--- src/rtl/adc_rdout_pkg.sv ---
package adc_rdout_pkg;
  typedef enum logic {ST_IDLE = 1'b0, ST_RUN = 1'b1} rd_state_e;
endpackage

--- src/rtl/adc_line_sync.sv ---
module adc_line_sync (
  input  logic clk_i,
  input  logic rst_ni,
  input  logic line_i,
  output logic line_s_o,
  output logic line_q_o
);
  logic meta_q, sync_q, prev_q;

  // idle level of the line is high
  always_ff @(posedge clk_i or negedge rst_ni) begin
    if (!rst_ni) begin
      meta_q <= 1'b1;
      sync_q <= 1'b1;
      prev_q <= 1'b1;
    end else begin
      meta_q <= line_i;
      sync_q <= meta_q;
      prev_q <= sync_q;
    end
  end

  assign line_s_o = sync_q;
  assign line_q_o = prev_q;
endmodule

--- src/rtl/adc_half_timer.sv ---
module adc_half_timer #(
  parameter int DIV_W = 8
) (
  input  logic             clk_i,
  input  logic             rst_ni,
  input  logic             load_i,
  input  logic [DIV_W-1:0] h_i,
  output logic             tick_o
);
  logic [DIV_W-1:0] cnt_q;

  always_ff @(posedge clk_i or negedge rst_ni) begin
    if (!rst_ni)             cnt_q <= '0;
    else if (load_i)         cnt_q <= h_i - DIV_W'(1);
    else if (cnt_q != '0)    cnt_q <= cnt_q - DIV_W'(1);
  end

  assign tick_o = (cnt_q == '0);

  p_reload_no_tick_r4: assert property (@(posedge clk_i) disable iff (!rst_ni)
    (load_i && h_i >= DIV_W'(2)) |=> !tick_o);
endmodule

--- src/rtl/adc_idle_watch.sv ---
module adc_idle_watch #(
  parameter int TMO_W = 20
) (
  input  logic             clk_i,
  input  logic             rst_ni,
  input  logic             en_i,
  input  logic             idle_i,
  input  logic             start_i,
  input  logic [TMO_W-1:0] lim_i,
  output logic             flag_o
);
  logic [TMO_W-1:0] cnt_q;
  logic             flag_q;

  always_ff @(posedge clk_i or negedge rst_ni) begin
    if (!rst_ni) begin
      cnt_q  <= '0;
      flag_q <= 1'b0;
    end else if (!en_i) begin
      cnt_q  <= '0;
      flag_q <= 1'b0;
    end else if (start_i) begin
      cnt_q  <= '0;
    end else if (idle_i) begin
      if (cnt_q >= lim_i) flag_q <= 1'b1;
      else                cnt_q  <= cnt_q + TMO_W'(1);
    end
  end

  assign flag_o = flag_q;

  p_flag_clear_r8: assert property (@(posedge clk_i) disable iff (!rst_ni)
    !en_i |=> !flag_o);
  p_flag_sticky_r8: assert property (@(posedge clk_i) disable iff (!rst_ni)
    (flag_o && en_i) |=> flag_o);
endmodule

--- src/rtl/adc_rdout_ctrl.sv ---
module adc_rdout_ctrl
  import adc_rdout_pkg::*;
#(
  parameter int WORD_W = 24,
  parameter int DIV_W  = 8,
  parameter int TMO_W  = 20
) (
  input  logic              clk_i,
  input  logic              rst_ni,
  input  logic              en_i,
  input  logic [DIV_W-1:0]  half_div_i,
  input  logic [TMO_W-1:0]  tmo_lim_i,
  input  logic              line_i,
  output logic              sclk_o,
  output logic [WORD_W-1:0] word_o,
  output logic              valid_o,
  output logic              timeout_o
);
  localparam int               CNT_W = $clog2(WORD_W + 2);
  localparam logic [CNT_W-1:0] LAST  = CNT_W'(WORD_W + 1);
  localparam logic [CNT_W-1:0] NDATA = CNT_W'(WORD_W);

  rd_state_e         state_q;
  logic              line_s, line_q;
  logic              start, tick, load, last_end;
  logic [DIV_W-1:0]  h_eff, h_q, h_tmr;
  logic [CNT_W-1:0]  pulse_q;
  logic [WORD_W-1:0] shreg_q;
  logic              sclk_q;

  adc_line_sync u_sync (
    .clk_i   (clk_i),
    .rst_ni  (rst_ni),
    .line_i  (line_i),
    .line_s_o(line_s),
    .line_q_o(line_q)
  );

  assign h_eff    = (half_div_i < DIV_W'(2)) ? DIV_W'(2) : half_div_i;
  assign start    = (state_q == ST_IDLE) && en_i && !line_s && line_q;
  assign last_end = (state_q == ST_RUN) && tick && !sclk_q && (pulse_q == LAST);
  assign load     = start || ((state_q == ST_RUN) && tick && !last_end);
  assign h_tmr    = start ? h_eff : h_q;

  adc_half_timer #(.DIV_W(DIV_W)) u_tmr (
    .clk_i (clk_i),
    .rst_ni(rst_ni),
    .load_i(load),
    .h_i   (h_tmr),
    .tick_o(tick)
  );

  always_ff @(posedge clk_i or negedge rst_ni) begin
    if (!rst_ni) begin
      state_q <= ST_IDLE;
      sclk_q  <= 1'b0;
      pulse_q <= '0;
      h_q     <= DIV_W'(2);
      shreg_q <= '0;
      word_o  <= '0;
      valid_o <= 1'b0;
    end else begin
      valid_o <= 1'b0;
      unique case (state_q)
        ST_IDLE: if (start) begin
          state_q <= ST_RUN;
          sclk_q  <= 1'b1;
          pulse_q <= CNT_W'(1);
          h_q     <= h_eff;
        end
        ST_RUN: if (tick) begin
          if (sclk_q) begin
            sclk_q <= 1'b0;
          end else begin
            // end of period: line settled after the rising edge
            if (pulse_q <= NDATA) shreg_q <= {shreg_q[WORD_W-2:0], line_s};
            if (pulse_q == LAST) begin
              state_q <= ST_IDLE;
              word_o  <= shreg_q;
              valid_o <= 1'b1;
            end else begin
              sclk_q  <= 1'b1;
              pulse_q <= pulse_q + CNT_W'(1);
            end
          end
        end
        default: state_q <= ST_IDLE;
      endcase
    end
  end

  assign sclk_o = sclk_q;

  adc_idle_watch #(.TMO_W(TMO_W)) u_watch (
    .clk_i  (clk_i),
    .rst_ni (rst_ni),
    .en_i   (en_i),
    .idle_i (state_q == ST_IDLE),
    .start_i(start),
    .lim_i  (tmo_lim_i),
    .flag_o (timeout_o)
  );

  p_valid_pulse_r6: assert property (@(posedge clk_i) disable iff (!rst_ni)
    valid_o |=> !valid_o);
  p_sclk_idle_r7: assert property (@(posedge clk_i) disable iff (!rst_ni)
    (state_q == ST_IDLE) |-> !sclk_o);
  p_pulse_bound_r3: assert property (@(posedge clk_i) disable iff (!rst_ni)
    pulse_q <= LAST);
  p_start_en_r2: assert property (@(posedge clk_i) disable iff (!rst_ni)
    $rose(state_q == ST_RUN) |-> $past(en_i));
  p_half_min_r4: assert property (@(posedge clk_i) disable iff (!rst_ni)
    (state_q == ST_RUN) |-> (h_q >= DIV_W'(2)));
  p_h_hold_r4: assert property (@(posedge clk_i) disable iff (!rst_ni)
    ((state_q == ST_RUN) && $past(state_q == ST_RUN)) |-> $stable(h_q));
endmodule

--- config.mk ---
export PLATFORM = sky130hd
export DESIGN_NAME = adc_rdout_ctrl
export DESIGN_NICKNAME = d
export VERILOG_FILES = /design/src/rtl/adc_rdout_pkg.sv /design/src/rtl/adc_line_sync.sv /design/src/rtl/adc_half_timer.sv /design/src/rtl/adc_idle_watch.sv /design/src/rtl/adc_rdout_ctrl.sv
export SDC_FILE = /design/constraint.sdc
export NUM_CORES = 1
export LEC_CHECK = 0
export ABC_AREA = 0
export BUFFER_PORTS_ARGS = -buffer_cell sky130_fd_sc_hd__buf_2
export CAP_MARGIN = 20
export CORE_MARGIN = 2
export CORE_UTILIZATION = 54
export DETAILED_ROUTE_END_ITERATION = 8
export GPL_ROUTABILITY_DRIVEN = 1
export PLACE_DENSITY_LB_ADDON = 0.12
export SLEW_MARGIN = 20
export SYNTH_ARGS = -nofsm -noshare
export SYNTH_HDL_FRONTEND = slang
export SYNTH_SLANG_ARGS = --single-unit
export TNS_END_PERCENT = 50
--- constraint.sdc ---
create_clock -name clk_i -period 4.6 [get_ports clk_i]
set_input_delay 0.92 -clock clk_i [delete_from_list [all_inputs] [get_ports clk_i]]
set_output_delay 0.92 -clock clk_i [all_outputs]
set_load 0.005 [all_outputs]
=== Yosys cells after proc, flatten, opt, wreduce, memory -nomap -nowiden ===
Cells that the tools add are included.

* Muxes and demuxes: 30
* Reductions and logical operators: 20
* Equality and inequality tests: 10
* $lt $le $gt $ge: 3
* Add/subtract/negate cells: 4
* Bitwise logic cells: 2

{| class="wikitable"
|+ Operators with widths
! cell !! count
|-
| 20-bit two-way mux || 4
|-
| 8-bit two-way mux || 4
|-
| 20-bit by 1-bit adder with 20-bit output, second input constant || 1
|-
| 20-bit >= comparator || 1
|-
| 5-bit two-way mux || 4
|-
| 8-bit by 1-bit subtractor with 8-bit output, second input constant || 2
|-
| 1-bit two-way mux || 15
|-
| 4-bit AND reduction || 3
|-
| 2-bit != test, second input constant || 5
|-
| 5-bit case mux with 2 select lines || 1
|-
| 8-bit zero test || 1
|-
| 8-bit by 2-bit less-than comparator with 1-bit output, second input constant || 1
|-
| 8-bit nonzero test || 1
|-
| 1-bit logical AND || 7
|-
| 5-bit by 1-bit adder with 5-bit output, second input constant || 1
|-
| 5-bit equality test, second input constant || 1
|-
| 5-bit less-or-equal comparator, second input constant || 1
|-
| 2-bit by 1-bit != test with 1-bit output, second input constant || 2
|-
| 1-bit case mux with 2 select lines || 2
|-
| 2-bit AND reduction || 2
|-
| 1-bit zero test || 3
|-
| 3-bit by 2-bit != test with 1-bit output, second input constant || 1
|-
| 3-bit != test, second input constant || 1
|-
| 3-bit AND reduction || 1
|-
| 3 further kinds || 4
|}

* Bits of input ports: 32
* Word-level logic and storage cells: 82
* Register bits: 96
* Output and inout bits: 27

=== Longest topological paths before layout ===
Gate-level depths: netlist (run 1).

* Word-level depth: 8
* Depth in mapped cells: 11
* Mapped depth without buffers: 11

=== Hierarchy ===
From an unflattened synthesis (run 1), not the netlist that was laid out.

* Cells, all modules: 442
* Area, all modules: 4934.7 um^2

{| class="wikitable"
|+ By module, submodules not included
! module !! area an instance (um^2) !! instances !! cells an instance !! sequential area each (um^2)
|-
| adc_rdout_ctrl || 2616.3 || 1 || 189 || 1602.8
|-
| adc_idle_watch || 1637.8 || 1 || 190 || 525.5
|-
| adc_half_timer || 601.8 || 1 || 60 || 200.2
|-
| adc_line_sync || 78.8 || 1 || 3 || 78.8
|}

=== Least setup slack after synthesis (run 1) ===
Ideal clock, no wire load.

* Path type: in2reg
* Start point: input port tmo_lim_i[19]
* End point: register u_watch.cnt_q[4]
* Stages: 10
* Setup time: 0.079 ns
* Path slack: 1.690 ns
* Required time: 4.521 ns
* Arrival: 2.831 ns
* Path buffers: 2
* Cells stage by stage: inv_1 -> ha_1 -> nand4_1 -> nor4_1 -> nand2_1 -> o2111ai_1 -> clkbuf_1 -> buf_2 -> o21ai_0 -> a21oi_1

* Word-level cells in the longest chain between the ends: 3

{| class="wikitable"
|+ Ends and longest elaborated chain
! element !! RTL line !! RTL
|-
| start: declaration || adc_rdout_ctrl.sv:12 || <nowiki>input logic [TMO_W-1:0] tmo_lim_i,</nowiki>
|-
| 20-bit >= comparator || adc_idle_watch.sv:25 || <nowiki>if (cnt_q >= lim_i) flag_q <= 1'b1;</nowiki>
|-
| 3-bit != test (no source line) || -- ||
|-
| 2-bit AND reduction (no source line) || -- ||
|-
| end signal: assignment || adc_idle_watch.sv:26 || <nowiki>else cnt_q <= cnt_q + TMO_W'(1);</nowiki>
|-
| end: declaration || adc_idle_watch.sv:12 || <nowiki>logic [TMO_W-1:0] cnt_q;</nowiki>
|}

No other way between the ends.
A chain may end at the register's enable or synchronous reset.

=== Final worst setup path (run 1) ===
* Start point: register state_q
* End point: register u_tmr.cnt_q[7]

* Word-level cells in the longest chain between the ends: 7
* Elaborated cells on any way between the ends: 14
* Those cells by class: 1 x add/sub; 2 x mux; 1 x bitwise; 10 x reduce/logical

{| class="wikitable"
|+ Ends and longest elaborated chain
! element !! RTL line !! RTL
|-
| start: declaration || adc_rdout_ctrl.sv:23 || <nowiki>rd_state_e state_q;</nowiki>
|-
| start signal: assignment || adc_rdout_ctrl.sv:55 || <nowiki>state_q <= ST_IDLE;</nowiki>
|-
| start signal: assignment || adc_rdout_ctrl.sv:66 || <nowiki>state_q <= ST_RUN;</nowiki>
|-
| start signal: assignment || adc_rdout_ctrl.sv:78 || <nowiki>state_q <= ST_IDLE;</nowiki>
|-
| 1-bit inverter or 1-bit logical AND (tied branches) || -- ||
|-
| 1-bit logical AND, on equally long branches (2 in series) || adc_rdout_ctrl.sv:40, adc_rdout_ctrl.sv:41 ||
|-
| 1-bit logical AND or 1-bit zero test (tied branches) || adc_rdout_ctrl.sv:40, adc_rdout_ctrl.sv:42 ||
|-
| 8-bit two-way mux or 1-bit logical AND (tied branches) || -- ||
|-
| 8-bit by 1-bit subtractor with 8-bit output or 1-bit logical OR (tied branches) || adc_half_timer.sv:14, adc_rdout_ctrl.sv:42 ||
|-
| 8-bit two-way mux or 2-bit nonzero test (tied branches) || -- ||
|-
| end signal: assignment || adc_half_timer.sv:14 || <nowiki>else if (load_i) cnt_q <= h_i - DIV_W'(1);</nowiki>
|-
| end signal: assignment || adc_half_timer.sv:15 || <nowiki>else if (cnt_q != '0) cnt_q <= cnt_q - DIV_W'(1);</nowiki>
|-
| end: declaration || adc_half_timer.sv:10 || <nowiki>logic [DIV_W-1:0] cnt_q;</nowiki>
|}

Several ways; a longest one is shown, not always the timed one.

==> results.yml, run 1 <==
setup_path:
  crit_type: "flip-flop to flip-flop"
  crit_start: "state_q"
  r2r_slack_ns: 1.36
  worstPathCellList: "nand4bb_1 -> or3_1 -> o31a_2 -> and2_2 -> nor4_1 -> mux2_1"
  cp_max_fo: 22
  end_kind: "flip-flop"
  r2r_cells: 6
  r2r_end: "u_tmr.cnt_q[7]"
  cp.arrival_ns: 3.48
  r2r_start: "state_q"
  crit_path_start_kind: "flip-flop"
  cpMaxStageDelayCell: "nand4bb_1"
  slowest_delay_ns: 0.88
  required_ns: 4.84
finish:
  layout.cells.most_common: "dfrtp_1"
  n_antenna_cell: 0
  drive_above_1_share_pct: 27.8
  fin_nets: 578
  area_growth_pct: 12.0
  final_cell_mix: "dfrtp_1, buf_2, mux2_2"
global_route:
  grt.overflow.total: 0
  use_met2_pct: 33.8
  track_usage_pct: 21.1
  grtUsageMet1_pct: 29.3
  antenna_found_initial: 0
  busiest_layer: "met2"
  grt_pass1_vias: 3601
  grt_pass1_wl_um: 16900
  grt_max_degree: 75
  met3_usage_pct: 3.62
timing:
  clock.fmax_mhz: 309
  setup_viol: 0
  fin_crit_sh_pct: 70.4
  drv_slew: 0
  final.setup_skew_ns: 0.0102
  worst_pin_slew_ns: 0.931
  final_hold_viol_count: 0
  grt_setup_unrepaired: "false"
  max_slew_margin_pct: 37.9
  tns_ns: 0
  min_period_ns: 3.24
cts:
  cts_buffer_depth: 2
  hold_buffers: 0
  cts_tree: "built"
  cts_made_buffers: 9
  h-tree-depth: 3
  clock-sinks: 96
  post-cts-setup-buffers: 0
  root_buffer: "clkbuf_8"
  clk_pin_slew_ns: 0.10
  insertion_delay_ns: 0.36
  cts.repair.resized: 0
detailed_routing:
  dr.pass1.iters: 4
  finalWirelength_um: 9600
  drc_errors: 0
  post_drt_wl_per_cell_um: 15.1
  vias: 3687
  viasPerCell: 5.82
  drt_first_iter_violations: 128
  drt.antenna.violating_nets: 0
die:
  io-pin-count: 59
  floorplan.initialDensity_pct: 56.3
  rows: 34
  design.core.area_mm2: 0.00881
  die-area_mm2: 0.00996
  die_y_um: 99.8
  die_w_um: 99.8
power_and_ir_drop:
  total_power_w: 0.00141
  switching_share_pct: 24.4
  vdd_drop_max_mv: 0.140
  p_seq_share_pct: 59.9
  combinationalPowerShare_pct: 3.6
  power_frac_clock_pct: 36.5
  leakagePower_nw: 2.72
  p_switching_w: 0.000345
  powerDensity_mw_per_mm2: 254
  internal-power_w: 0.00107
flow_run:
  max_cap_violations: 0
placement:
  io_buffer_count: 58
  place.gp.congestion: 0.890
  hpwl_um: 6770
worst_hold_path:
  min_to: "u_sync.line_s_o"
  worstHoldStart: "u_sync.meta_q"
  hp-class: "flip-flop to flip-flop"
  min_path_cells: 0
logic_synthesis:
  syn_area_mm2: 0.00496
  synth_ff_type: "dfrtp_1"
  synth_cell_types: 52
  yosys_warnings: 0
  async_reset_ff_share_pct: 100
  syn_avg_cell_area_um2: 10.7
  postSynthCellCount: 462
  seq_area_frac_synth_pct: 48.6
  ys_ff_latch: 96
  syn_nets: 519
  synth-edff-count: 0
run_status:
  status: "finished, final reports clean"
## per-stage QoR
step	cells	hold WS, ns	area (um2)	setup slack (ns)	util, %
2_1_floorplan	462	0.345	4960	1.69	-
3_3_place_gp	618	0.348	5370	1.19	61.0
3_5_place_dp	618	0.348	5370	1.11	61.0
4_1_cts	634	0.362	5550	1.40	63.1
5_1_grt	634	0.368	5550	1.23	63.1
6_report	634	0.361	5550	1.36	63.1
## worst max path at each step
stage / to / slack (ns) / cells past startpoint
finish: u_tmr.cnt_q[7] / 1.36 / 6
global route: u_tmr.cnt_q[7] / 1.23 / 6
CTS: u_tmr.cnt_q[7] / 1.40 / 6
detailed placement: u_tmr.cnt_q[7] / 1.11 / 7
global placement: u_tmr.cnt_q[7] / 1.19 / 7
floorplan: u_watch.cnt_q[4] / 1.69 / 10
## cell type report
cell class | count | area, um2
multi-input combinational | 323 | 2390
fill | 739 | 3250
clock inverter | 6 | 51.3
inverter | 26 | 97.6
sequential | 96 | 2410
timing repair buffer | 65 | 345
clock buffer | 10 | 128
tap | 108 | 135
## Yosys cell counts, drive strengths merged, types with 3 or more instances
master	instances	area, um2
a21o	7	52.6
a21oi	32	160
and2	6	42.5
buf	6	36.3
clkbuf	11	41.3
dfrtp	92	2300
dfstp	4	105
ha	25	313
inv	26	97.6
mux2	51	574
mux2i	6	60.1
nand2	42	158
nand2b	5	31.3
nand3	14	70.1
nand4	13	81.3
nor2	28	105
nor3	6	30.0
nor4	7	73.8
o211ai	4	30.0
o21ai	11	55.1
o31ai	16	120
or3	4	25.0
or4	17	128
xor2	3	26.3
## layer usage
layer	vias to the layer above	share of wire, %
met3	10	3.8
met2	69	48
met1	1793	47
li1	1815	-
met4	0	1.4
met5	-	0
## critical path: cells and delay by family (launching register included)
kind               cells  cell delay [ns]
AOI/OAI and AO/OA      1             0.13
DFF                    1             0.58
muxes                  1             0.37
and+or+nand+nor        4             2.04
## registers in the layout, indices dropped and copies added (netlist names)
register	flops
u_sync.meta_q	1
u_watch.cnt_q	20
pulse_q	5
h_q	8
state_q	1
word_o	24
valid_o	1
u_tmr.cnt_q	8
u_sync.line_q_o	1
u_sync.line_s_o	1
u_watch.flag_o	1
shreg_q	24
sclk_o	1
## cell families after synthesis
kind of cell / Yosys count / share of synthesized area, %
and+or+nand+nor: 150 / 16.3
buffers and inverters: 43 / 3.53
adders and majority gates: 25 / 6.31
muxes: 57 / 12.8
xor gates and xnor gates: 5 / 0.884
AOI/OAI and AO/OA: 86 / 11.6
DFF: 96 / 48.6
## power groups by stage
stage / logic (W) / clock network (W) / registers, W
after CTS: 0.0000523 / 0.000534 / 0.000847
after floorplan: 0.0000154 / 0 / 0.000863
after detailed placement: 0.0000518 / 0 / 0.000863
after global placement: 0.0000503 / 0 / 0.000863
final: 0.0000502 / 0.000516 / 0.000847
after global routing: 0.0000595 / 0.000568 / 0.000847
No activity file was read; power rests on OpenSTA's default activity.
==> run 2: changes to the inputs <==
- CORE_UTILIZATION: 54 -> 53
- clock period: 4.6 -> 2.9 ns (I/O delays scaled with it)
==> run 2 against run 1 <==
  * Worst setup slack got worse by 1.1 ns
  * Global-route usage about the same
  * Clock-buffer cell count fell by 1
  * Critical path type unchanged
  * Clock power rose by 67%
==> results.yml, run 2 (synthesis gave the netlist of run 1 again) <==
cts:
  cts_tree: "built"
  cts_made_buffers: 9
  root_buffer: "clkbuf_8"
  post-cts-setup-buffers: 0
  h-tree-depth: 3
  cts_buffer_depth: 2
  cts.repair.resized: 0
  hold_buffers: 0
  clk_pin_slew_ns: 0.11
  insertion_delay_ns: 0.36
  clock-sinks: 96
timing:
  min_period_ns: 2.62
  final_hold_viol_count: 0
  max_slew_margin_pct: 47.9
  setup_viol: 0
  clock.fmax_mhz: 382
  fin_crit_sh_pct: 90.4
  worst_pin_slew_ns: 0.777
  final.setup_skew_ns: 0.0123
  drv_slew: 0
  grt_setup_unrepaired: "false"
  whs_ns: 0.208
  tns_ns: 0
detailed_routing:
  dr.pass1.iters: 5
  drt_first_iter_violations: 145
  finalWirelength_um: 9830
  drc_errors: 0
  viasPerCell: 5.83
  drt.antenna.violating_nets: 0
  vias: 3753
  post_drt_wl_per_cell_um: 15.3
power_and_ir_drop:
  vdd_drop_max_mv: 0.299
  total_power_w: 0.00229
  leakagePower_nw: 2.78
  powerDensity_mw_per_mm2: 404
global_route:
  antenna_found_initial: 0
  grt_pass1_wl_um: 17100
  grt.overflow.total: 0
  track_usage_pct: 21.0
  grt_max_degree: 54
  grt_pass1_vias: 3712
finish:
  fin_nets: 585
  drive_above_1_share_pct: 28.9
  layout.cells.most_common: "dfrtp_1"
  final_cell_mix: "dfrtp_1, buf_2, mux2_2"
  top_regs: "shreg_q: 24 flops, word_o: 24 flops, u_watch.cnt_q: 20 flops"
  area_growth_pct: 14.2
  n_antenna_cell: 0
  final_util_pct: 61.9
setup_path:
  crit_buf_inv: 0
  crit_type: "flip-flop to flip-flop"
  crit_path_start_kind: "flip-flop"
  cp_top_family: "simple AND/OR/NAND/NOR gates"
  worstPathCellList: "nor4_4 -> o2111ai_4 -> and2_4 -> o41a_1 -> nor4_1 -> mux2_1"
  required_ns: 3.15
  cp.arrival_ns: 2.87
  slowest_delay_ns: 0.50
  end_kind: "flip-flop"
  cp_max_fo: 8
  cpMaxStageDelayCell: "o41a_1"
die:
  io-pin-count: 59
  die_y_um: 101
  die-area_mm2: 0.0101
  design.core.area_mm2: 0.00915
  rows: 35
  die_w_um: 101
  floorplan.initialDensity_pct: 54.1
placement:
  hpwl_um: 7160
  place.gp.congestion: 0.836
  io_buffer_count: 58
run_status:
  status: "finished, final reports clean"
flow_run:
  max_cap_violations: 0
worst_hold_path:
  hp-class: "input port to asynchronous set/reset pin"
## run 2: changes by cell type in the layout (fill, tap and decap cells not counted)
cell,before,now
buf_4,8,12
buf_12,0,3
clkinv_4,0,2
clkinvlp_4,3,1
clkbuf_1,1,0
clkinv_8,0,1
## run 2: path summary, 6_finish.rpt
check / start / depth (start not counted) / end / slack [ns]
worst max register to register: u_tmr.cnt_q[1] / 6 / u_tmr.cnt_q[7] / 0.28
worst min-delay path: rst_ni / 1 / u_watch.cnt_q[8] / 0.21
max in group asynchronous: rst_ni / 2 / shreg_q[4] / 2.00
min in group clk_i: line_i / 1 / u_sync.meta_q / 0.32
worst max-delay path: u_tmr.cnt_q[1] / 6 / u_tmr.cnt_q[7] / 0.28
worst min register to register: u_sync.meta_q / 0 / u_sync.line_s_o / 0.36
## run 2: final cells by class
type / instances / area, um2
clock buffers: 9 / 124
flip-flops and latches: 96 / 2410
well taps: 111 / 139
multi-input cells: 323 / 2390
repair buffers: 72 / 435
clock inverters: 7 / 70.1
fillers: 763 / 3490
inverters: 26 / 97.6
## run 2: metal layers
layer  track usage (%)  share of wire (%)  vias up
met1              28.4                 48     1857
met4              6.74                1.0        0
met3              2.98                2.4        9
li1                  -                  -     1825
met5                 0                  0        -
met2              35.1                 49       62
## run 2: per-stage QoR
stage                     instances  setup WS, ns  area (um2)
after CTS                       644         0.268        5660
after detailed placement        628         0.144        5470
after global routing            644         0.185        5660
after global placement          628         0.192        5470
final                           644         0.280        5660
after floorplan                 462         0.330        4960
## run 2: power by group
part	internal, W	switching (W)	total, W
combinational	0.0000296	0.0000529	0.0000825
sequential	0.00134	0.00000171	0.00134
clock	0.000335	0.000526	0.000861
total	0.00171	0.000581	0.00229
